<file path="src/rtl/cmt_pkg.sv">
package cmt_pkg;
  localparam int REG_W  = 8;
  localparam int PRE_W  = 6;

  localparam int OFF_CTRL  = 0;
  localparam int OFF_MODE  = 1;
  localparam int OFF_IOC   = 2;
  localparam int OFF_IE    = 4;
  localparam int OFF_STAT  = 5;
  localparam int OFF_CNT   = 6;
  localparam int OFF_CMP   = 8;
  localparam int OFF_START = 10;

  localparam logic [2:0] CLR_ON_CMP = 3'd1;

  function automatic logic [PRE_W-1:0] div_limit(input logic [2:0] code);
    case (code)
      3'd0:    div_limit = PRE_W'(0);
      3'd1:    div_limit = PRE_W'(3);
      3'd2:    div_limit = PRE_W'(15);
      default: div_limit = PRE_W'(63);
    endcase
  endfunction
endpackage

</file>
<file path="src/rtl/cmt_prescaler.sv">
module cmt_prescaler
  import cmt_pkg::*;
(
  input  logic       clk,
  input  logic       rst_n,
  input  logic       run,
  input  logic [2:0] code,
  output logic       tick
);
  logic [PRE_W-1:0] div_q;
  logic [PRE_W-1:0] lim;

  assign lim  = div_limit(code);
  assign tick = run && (div_q >= lim);

  always_ff @(posedge clk or negedge rst_n) begin
    if (!rst_n)             div_q <= '0;
    else if (!run || tick)  div_q <= '0;
    else                    div_q <= div_q + 1'b1;
  end

  // a divided tick needs the run bit on in the cycle before
  p_div_run_r4: assert property (@(posedge clk) disable iff (!rst_n)
    (tick && code != 3'd0) |-> $past(run));
endmodule

</file>
<file path="src/rtl/cmt_counter.sv">
module cmt_counter #(
  parameter int W = 16
) (
  input  logic         clk,
  input  logic         rst_n,
  input  logic         tick,
  input  logic         clr_on_cmp,
  input  logic [W-1:0] cmp,
  input  logic         ld,
  input  logic [W-1:0] ld_val,
  output logic [W-1:0] cnt,
  output logic         match
);
  logic [W-1:0] nxt;

  assign nxt   = cnt + 1'b1;
  assign match = tick && (nxt == cmp);

  always_ff @(posedge clk or negedge rst_n) begin
    if (!rst_n)    cnt <= '0;
    else if (ld)   cnt <= ld_val;
    else if (tick) cnt <= (match && clr_on_cmp) ? '0 : nxt;
  end

  // a clearing match returns the counter to zero
  p_wrap_r5: assert property (@(posedge clk) disable iff (!rst_n)
    (match && clr_on_cmp && !ld) |=> (cnt == '0));
  // a load wins
  p_load_r10: assert property (@(posedge clk) disable iff (!rst_n)
    ld |=> (cnt == $past(ld_val)));
  // no tick, no load, no change
  p_hold_r11: assert property (@(posedge clk) disable iff (!rst_n)
    (!tick && !ld) |=> $stable(cnt));
endmodule

</file>
<file path="src/rtl/cmt_flag.sv">
module cmt_flag (
  input  logic clk,
  input  logic rst_n,
  input  logic match,
  input  logic st_rd,
  input  logic st_wr,
  input  logic wbit0,
  input  logic ie,
  output logic flag,
  output logic irq
);
  logic armed;

  always_ff @(posedge clk or negedge rst_n) begin
    if (!rst_n)               armed <= 1'b0;
    else if (st_wr)           armed <= 1'b0;
    else if (st_rd && flag)   armed <= 1'b1;
  end

  always_ff @(posedge clk or negedge rst_n) begin
    if (!rst_n)                          flag <= 1'b0;
    else if (match)                      flag <= 1'b1;
    else if (st_wr && !wbit0 && armed)   flag <= 1'b0;
  end

  assign irq = flag & ie;

  // a match always leaves the flag set
  p_set_r6: assert property (@(posedge clk) disable iff (!rst_n)
    match |=> flag);
  // a flag that was not read as set cannot be cleared
  p_blind_clear_r7: assert property (@(posedge clk) disable iff (!rst_n)
    (flag && !armed) |=> flag);
endmodule

</file>
<file path="src/rtl/cmt_timer_chan.sv">
module cmt_timer_chan
  import cmt_pkg::*;
#(
  parameter int CNT_W   = 16,
  parameter int ADDR_W  = 4,
  parameter int RUN_BIT = 2
) (
  input  logic              clk,
  input  logic              rst_n,
  input  logic              bus_wr,
  input  logic              bus_rd,
  input  logic [ADDR_W-1:0] bus_addr,
  input  logic [CNT_W-1:0]  bus_wdata,
  output logic [CNT_W-1:0]  bus_rdata,
  output logic              irq
);
  logic [REG_W-1:0] ctrl_q, mode_q, ioc_q, ie_q, start_q;
  logic [CNT_W-1:0] cmp_q, cnt;
  logic             run, tick, match, flag, clr_mode;
  logic [REG_W-1:0] wbyte;

  function automatic logic at(input logic [ADDR_W-1:0] a, input int off);
    return a == ADDR_W'(off);
  endfunction

  assign wbyte    = bus_wdata[REG_W-1:0];
  assign run      = start_q[RUN_BIT];
  assign clr_mode = (ctrl_q[7:5] == CLR_ON_CMP);

  always_ff @(posedge clk or negedge rst_n) begin
    if (!rst_n) begin
      ctrl_q  <= '0;
      mode_q  <= '0;
      ioc_q   <= '0;
      ie_q    <= '0;
      start_q <= '0;
      cmp_q   <= '1;
    end else if (bus_wr) begin
      if (at(bus_addr, OFF_CTRL))  ctrl_q  <= wbyte;
      if (at(bus_addr, OFF_MODE))  mode_q  <= wbyte;
      if (at(bus_addr, OFF_IOC))   ioc_q   <= wbyte;
      if (at(bus_addr, OFF_IE))    ie_q    <= wbyte;
      if (at(bus_addr, OFF_START)) start_q <= wbyte;
      if (at(bus_addr, OFF_CMP))   cmp_q   <= bus_wdata;
    end
  end

  cmt_prescaler u_pre (
    .clk  (clk),
    .rst_n(rst_n),
    .run  (run),
    .code (ctrl_q[2:0]),
    .tick (tick)
  );

  cmt_counter #(.W(CNT_W)) u_cnt (
    .clk       (clk),
    .rst_n     (rst_n),
    .tick      (tick),
    .clr_on_cmp(clr_mode),
    .cmp       (cmp_q),
    .ld        (bus_wr && at(bus_addr, OFF_CNT)),
    .ld_val    (bus_wdata),
    .cnt       (cnt),
    .match     (match)
  );

  cmt_flag u_flag (
    .clk  (clk),
    .rst_n(rst_n),
    .match(match),
    .st_rd(bus_rd && at(bus_addr, OFF_STAT)),
    .st_wr(bus_wr && at(bus_addr, OFF_STAT)),
    .wbit0(bus_wdata[0]),
    .ie   (ie_q[0]),
    .flag (flag),
    .irq  (irq)
  );

  always_comb begin
    bus_rdata = '0;
    if      (at(bus_addr, OFF_CTRL))  bus_rdata = CNT_W'(ctrl_q);
    else if (at(bus_addr, OFF_MODE))  bus_rdata = CNT_W'(mode_q);
    else if (at(bus_addr, OFF_IOC))   bus_rdata = CNT_W'(ioc_q);
    else if (at(bus_addr, OFF_IE))    bus_rdata = CNT_W'(ie_q);
    else if (at(bus_addr, OFF_STAT))  bus_rdata = CNT_W'(flag);
    else if (at(bus_addr, OFF_CNT))   bus_rdata = cnt;
    else if (at(bus_addr, OFF_CMP))   bus_rdata = cmp_q;
    else if (at(bus_addr, OFF_START)) bus_rdata = CNT_W'(start_q);
  end

  // the flag only falls after a status write
  p_fall_needs_write_r7: assert property (@(posedge clk) disable iff (!rst_n)
    $fell(flag) |-> ($past(bus_wr) && $past(bus_addr) == ADDR_W'(OFF_STAT)));
  // a stopped channel raises no match
  p_stopped_quiet_r3: assert property (@(posedge clk) disable iff (!rst_n)
    !run |-> !match);
endmodule

</file>
<file path="config.mk">
export PLATFORM = sky130hd
export DESIGN_NAME = cmt_timer_chan
export DESIGN_NICKNAME = d
export VERILOG_FILES = /design/src/rtl/cmt_pkg.sv /design/src/rtl/cmt_prescaler.sv /design/src/rtl/cmt_counter.sv /design/src/rtl/cmt_flag.sv /design/src/rtl/cmt_timer_chan.sv
export SDC_FILE = /design/constraint.sdc
export NUM_CORES = 1
export LEC_CHECK = 0
export BUFFER_PORTS_ARGS = -buffer_cell sky130_fd_sc_hd__buf_2
export CORE_MARGIN = 4
export CORE_UTILIZATION = 60
export CTS_CLUSTER_DIAMETER = 100
export DETAILED_ROUTE_END_ITERATION = 8
export HOLD_SLACK_MARGIN = 0.05
export PLACE_DENSITY = 0.89
export SYNTH_ARGS = -nofsm -noshare
export SYNTH_HDL_FRONTEND = slang
export SYNTH_SLANG_ARGS = --single-unit
</file>
<file path="constraint.sdc">
create_clock -name clk -period 3.09 [get_ports clk]
set_input_delay 0.4635 -clock clk [delete_from_list [all_inputs] [get_ports clk]]
set_output_delay 0.4635 -clock clk [all_outputs]
set_load 0.02 [all_outputs]
</file>
======== Yosys cells after proc, flatten, opt, wreduce, memory -nomap -nowiden ========
Cells that the tools add are included.
W data, S select, Z words.
storage, ports and cells
  logic and storage cells ................. 65
  input bits .............................. 24
  flip-flop bits (word level) ............. 80
operators by class
  $lt $le $gt $ge ......................... 1
  reduce and logical (&&, ||, !) cells .... 23
  eq/ne operators ......................... 11
  mux-type cells .......................... 17
  add/sub/neg operators ................... 2
  bitwise operators ....................... 1
operators with widths
  operator                 count
  $mux W16                 10
  $pmux W6 S3              1
  $add A16 B1 Y16 const B  1
  $eq A16 B16 Y1           1
  $eq A4 B3 Y1 const B     3
  $reduce_and A2 Y1        6
  $logic_and A1 B1 Y1      9
  $eq A4 B4 Y1 const B     2
  $mux W8                  1
  $add A6 B1 Y6 const B    1
  $eq A3 B1 Y1 const B     2
  $ge A6 B6 Y1             1
  $mux W6                  1
  $reduce_bool A2 Y1       3
  $eq A4 B1 Y1 const B     1
  $eq A4 B2 Y1 const B     1
  $logic_not A4 Y1         1
  $mux W1                  4
  $eq A3 B2 Y1 const B     1
  $logic_not A3 Y1         1
  $logic_not A1 Y1         2
  $and A1 B1 Y1            1
  $logic_or A1 B1 Y1       1

======== Longest topological paths before layout ========
  depth after elaboration ................. 9
  mapped depth ............................ 10
  depth with buffers taken out ............ 10

======== Cells and area by module ========
A second synthesis with hierarchy kept.
unflattened totals
  cell total of the unflattened synthesis .. 502
  area, all modules ....................... 5031.1 sq um
by module, submodules not included
  module          cells each  area each (sq um)  sequential area each (sq um)  times used
  cmt_timer_chan  260         2955.3             1421.4                        1
  cmt_counter     193         1600.3             400.4                         1
  cmt_prescaler   42          395.4              150.1                         1
  cmt_flag        7           80.1               50.0                          1

======== Worst setup path after synthesis ========
No wires, ideal clock.
  path type ............................... reg-to-reg
  start ................................... reg ctrl_q[0]
  end ..................................... reg u_cnt.cnt[2]
  stages on the path, launching flop included .. 11
  arrival time ............................ 2.725 ns
  setup slack ............................. 0.288 ns
  required time ........................... 3.013 ns
  path buffers ............................ 0
  period minus slack after synthesis ...... 2.802 ns
  cells stage by stage .................... dfrtp_1 -> or3_1 -> ha_1 -> nand2b_1 -> a2111oi_0 -> nor3_1 -> o21ai_0 -> nor4_4 -> a21oi_2 -> a31oi_1 -> a21oi_1
between the ends
  word-level cells in the longest chain between the ends .. 9
  elaborated cells on any way between the ends .. 12
  classes of those cells .................. order compare: 1; eq/ne: 2; mux: 4; reduce/logical: 5
RTL lines
  what                                        line                  RTL
  start, declared                             cmt_timer_chan.sv:17  logic [REG_W-1:0] ctrl_q, mode_q, ioc_q, ie_q, start_q;
  start signal, assigned                      cmt_timer_chan.sv:39  if (at(bus_addr, OFF_CTRL)) ctrl_q <= wbyte;
  $eq A3 B2 Y1, or another cell as far along  cmt_pkg.sv:17         case (code)
  $pmux W6 S3 *                               cmt_pkg.sv:17
  $ge A6 B6 Y1 *                              cmt_prescaler.sv:14   assign tick = run && (div_q >= lim);
  $logic_and A1 B1 Y1 *                       cmt_prescaler.sv:14
  $logic_and A1 B1 Y1                         cmt_counter.sv:17     assign match = tick && (nxt == cmp);
  $logic_and A1 B1 Y1                         cmt_counter.sv:22     else if (tick) cnt <= (match && clr_on_cmp) ? '0 : nxt;
  $mux W16 (2 in a row)                       cmt_counter.sv:22
  $mux W16                                    cmt_counter.sv:21     else if (ld) cnt <= ld_val;
  end signal, assigned                        cmt_counter.sv:21
  end signal, assigned                        cmt_counter.sv:22
  end, declared                               cmt_counter.sv:11     output logic [W-1:0] cnt,
Every way passes the cells marked *; elsewhere a longest branch is shown, timed or not. The select of a mux whose other input is x is not followed.
A chain may end at the register's enable or synchronous reset.

======== Worst setup path in the final report ========
  start ................................... reg ctrl_q[1]
  end ..................................... reg u_cnt.cnt[2]
Same word-level chain as after synthesis.

==> results.sh <==
export IMPL_syn_to_final_growth_pct=10.97
export IMPL_clockBufferDepth=2
export IMPL_design_area_mm2=0.005431
export IMPL_drt_total_wl_mm=11.78
export IMPL_finalSetupViolCount=0
export IMPL_power_density_mw_per_mm2=646.2
export IMPL_gp_congestion=0.8914
export IMPL_numPortBuffers=40
export IMPL_yosysUniqueCellTypes=57
export IMPL_crit_cells=11
export IMPL_end_kind="register"
export IMPL_clk_pin_slew_ps=90
export IMPL_die_w_um=98.32
export IMPL_cts_root_buf="clkbuf_8"
export IMPL_outcome="completed"
export IMPL_critPathArrivalTime_ps=3180
export IMPL_first_global_vias=4149
export IMPL_vias=4046
export IMPL_reg2reg_slack_ps=200
export IMPL_timing_critical_path_to="u_cnt.cnt[2]$_DFFE_PN0P_"
export IMPL_slowest_stage="dfrtp_1"
export IMPL_postCtsHoldBufs=0
export IMPL_maxCapViolCount=0
export IMPL_ys_warn_count=0
export IMPL_irDropWorstVdd_uv=397.6
export IMPL_start_util_pct=62.37
export IMPL_report_final_slew_viol_count=0
export IMPL_crit_family="compound AO/OA/AOI/OAI gates"
export IMPL_cts_resized=0
export IMPL_drc=0
export IMPL_synthFlopType="dfrtp_1"
export IMPL_leakagePower_nw=2.329
export IMPL_crit_buf_inv=1
export IMPL_ys_seq_area_share_pct=41.31
export IMPL_drt_iter0_drc=341
export IMPL_post_cts_buffers=0
export IMPL_cp_data_required_time_ps=3370
export IMPL_hold_violations=0
export IMPL_drive_gt1_share_pct=29.70
export IMPL_synth_avg_cell_area_um2=9.928
export IMPL_coreArea_mm2=0.007848
export IMPL_hp_class="input port to async pin"
export IMPL_nNetsFinal=559
export IMPL_synthArstFlopShare_pct=100.0
export IMPL_rows=32
export IMPL_max_slew_margin_pct=33.41
export IMPL_min_period_ps=2893
export IMPL_path_cells="or3_1 > ha_1 > nand2b_1 > a2111oi_0 > buf_4 > nor3_1 > o21ai_1 > nor4_4 > a21oi_4 > a31oi_1 > a21oi_1"
export IMPL_cts_tree="done"
export IMPL_die_area_mm2=0.009667
export IMPL_dieHeight_um=98.32
export IMPL_grt_ovfl_total=0
export IMPL_ioPinCount=41
export IMPL_dp_hpwl_mm=8.403
export IMPL_reg2reg_depth=11
export IMPL_wl_per_cell_um=18.58
export IMPL_ant_nets=0
export IMPL_layout_commonest_cell="dfrtp_1"
export IMPL_holdWs_ps=267.7
export IMPL_grt_pass1_wl_mm=20.17
export IMPL_grt_max_degree=81
export IMPL_r2r_start="ctrl_q[1]$_DFFE_PN0P_"
export IMPL_syn_nets=525
export IMPL_fin_crit_sh_pct=93.61
export IMPL_clock_skew_ps=5.513
export IMPL_synth_edff_count=0
export IMPL_viasPerCell=6.382
export IMPL_path_max_fanout=6
export IMPL_n_fill_cell=596
export IMPL_cts_sinks=80
export IMPL_placed_area_mm2=0.005191
export IMPL_diodes=0
export IMPL_grt_usage_pct=25.47
export IMPL_fmax_mhz=345.7
export IMPL_firstDrtPassIters=5
export IMPL_antenna_found_initial=0
export IMPL_synth_area_mm2=0.004895
export IMPL_htree_num_levels=3
export IMPL_cts_buffers=9
export IMPL_worst_setup_path_start_kind="register"
export IMPL_path_class="register to register"
export IMPL_synth_cells=493
export IMPL_insertion_delay_ps=360
export IMPL_ys_seq_elements=80
export IMPL_critPathMaxStageDelay_ps=440
export IMPL_layout_common_cells="dfrtp_1 (64), mux2_2 (57), nor2_1 (49)"
export IMPL_tightest_slew_ps=998.8
export IMPL_setup_worst_path_start="ctrl_q[1]$_DFFE_PN0P_"
export IMPL_r2r_end="u_cnt.cnt[2]$_DFFE_PN0P_"
## cell families after synthesis
family | Yosys count | synth area share, %
compound gates | 84 | 11.45
xor+xnor | 24 | 4.294
fa+ha+maj | 8 | 2.045
buf+inv | 36 | 3.067
flops | 80 | 41.31
mux | 73 | 16.39
simple gates | 188 | 21.45
## how the worst min path moves through the flow
stage | to | cells after the start
2_1_floorplan | ctrl_q[0]$_DFFE_PN0P_ | 0
3_3_place_gp | u_pre.div_q[0]$_DFF_PN0_ | 1
3_5_place_dp | u_pre.div_q[0]$_DFF_PN0_ | 1
4_1_cts | u_cnt.cnt[12]$_DFFE_PN0P_ | 1
5_1_grt | u_cnt.cnt[9]$_DFFE_PN0P_ | 3
6_report | u_pre.div_q[4]$_DFF_PN0_ | 1
## stage by stage
step                      TNS (ps)  util (%)  setup slack, ps  instances  power, mW
final                            0     69.21            197.4        634      3.510
after floorplan                  0         -            288.0        493      2.291
after global placement           0     66.15            199.1        618      2.549
after CTS                        0     69.02            16.53        634      3.504
after detailed placement         0     66.15            84.98        618      2.623
after global routing        -7.127     69.21           -7.127        634      3.709
## where the power goes
group	internal [mW]	total, mW	leakage [nW]	switching, mW
logic	0.506	1.08	1.28	0.575
clock network	0.463	0.882	0.107	0.418
registers	1.31	1.55	0.946	0.237
total	2.28	3.51	2.33	1.23
## registers in the layout, indices dropped and copies added, names as in the netlist
register and cells:
u_flag.flag 1, mode_q 8, cmp_q 16, ioc_q 8, ctrl_q 8, u_cnt.cnt 16, start_q 8, ie_q 8
u_pre.div_q 6, u_flag.armed 1
## routing by layer
metal / global-route usage [%] / wire length, µm
met5: 0 / 0
met4: 10.29 / 227
met3: 3.500 / 686
met2: 42.07 / 5754
met1: 33.85 / 5112
## worst register-to-register path: cells and delay by family (launching register included)
family                   cells  cell delay [ps]
AO/OA/AOI/OAI                5             1240
AND/OR/NAND/NOR              4              680
flip-flops                   1              440
adder cells (fa/ha/maj)      1              280
buffers and inverters        1              190
## final cells by class
class / count / area (µm²) / area share, %
clock inverter: 7 / 101.3 / 1.866
multi-input combinational: 377 / 2738 / 50.40
timing repair buffer: 52 / 292.8 / 5.390
inverter: 7 / 26.28 / 0.4838
clock buffer: 9 / 123.9 / 2.281
tap: 102 / 127.6 / 2.350
sequential: 80 / 2022 / 37.23
## cells in the mapped netlist (14+ instances only)
cell / number / area, µm²
a21oi_1: 14 / 70.07
clkbuf_1: 18 / 67.56
dfrtp_1: 64 / 1602
dfstp_2: 16 / 420.4
mux2_2: 57 / 641.9
mux2i_1: 16 / 160.2
nand2_1: 38 / 142.6
nand3_1: 21 / 105.1
nor2_1: 49 / 183.9
o21ai_0: 17 / 85.08
(Power assumes the default switching activity.)
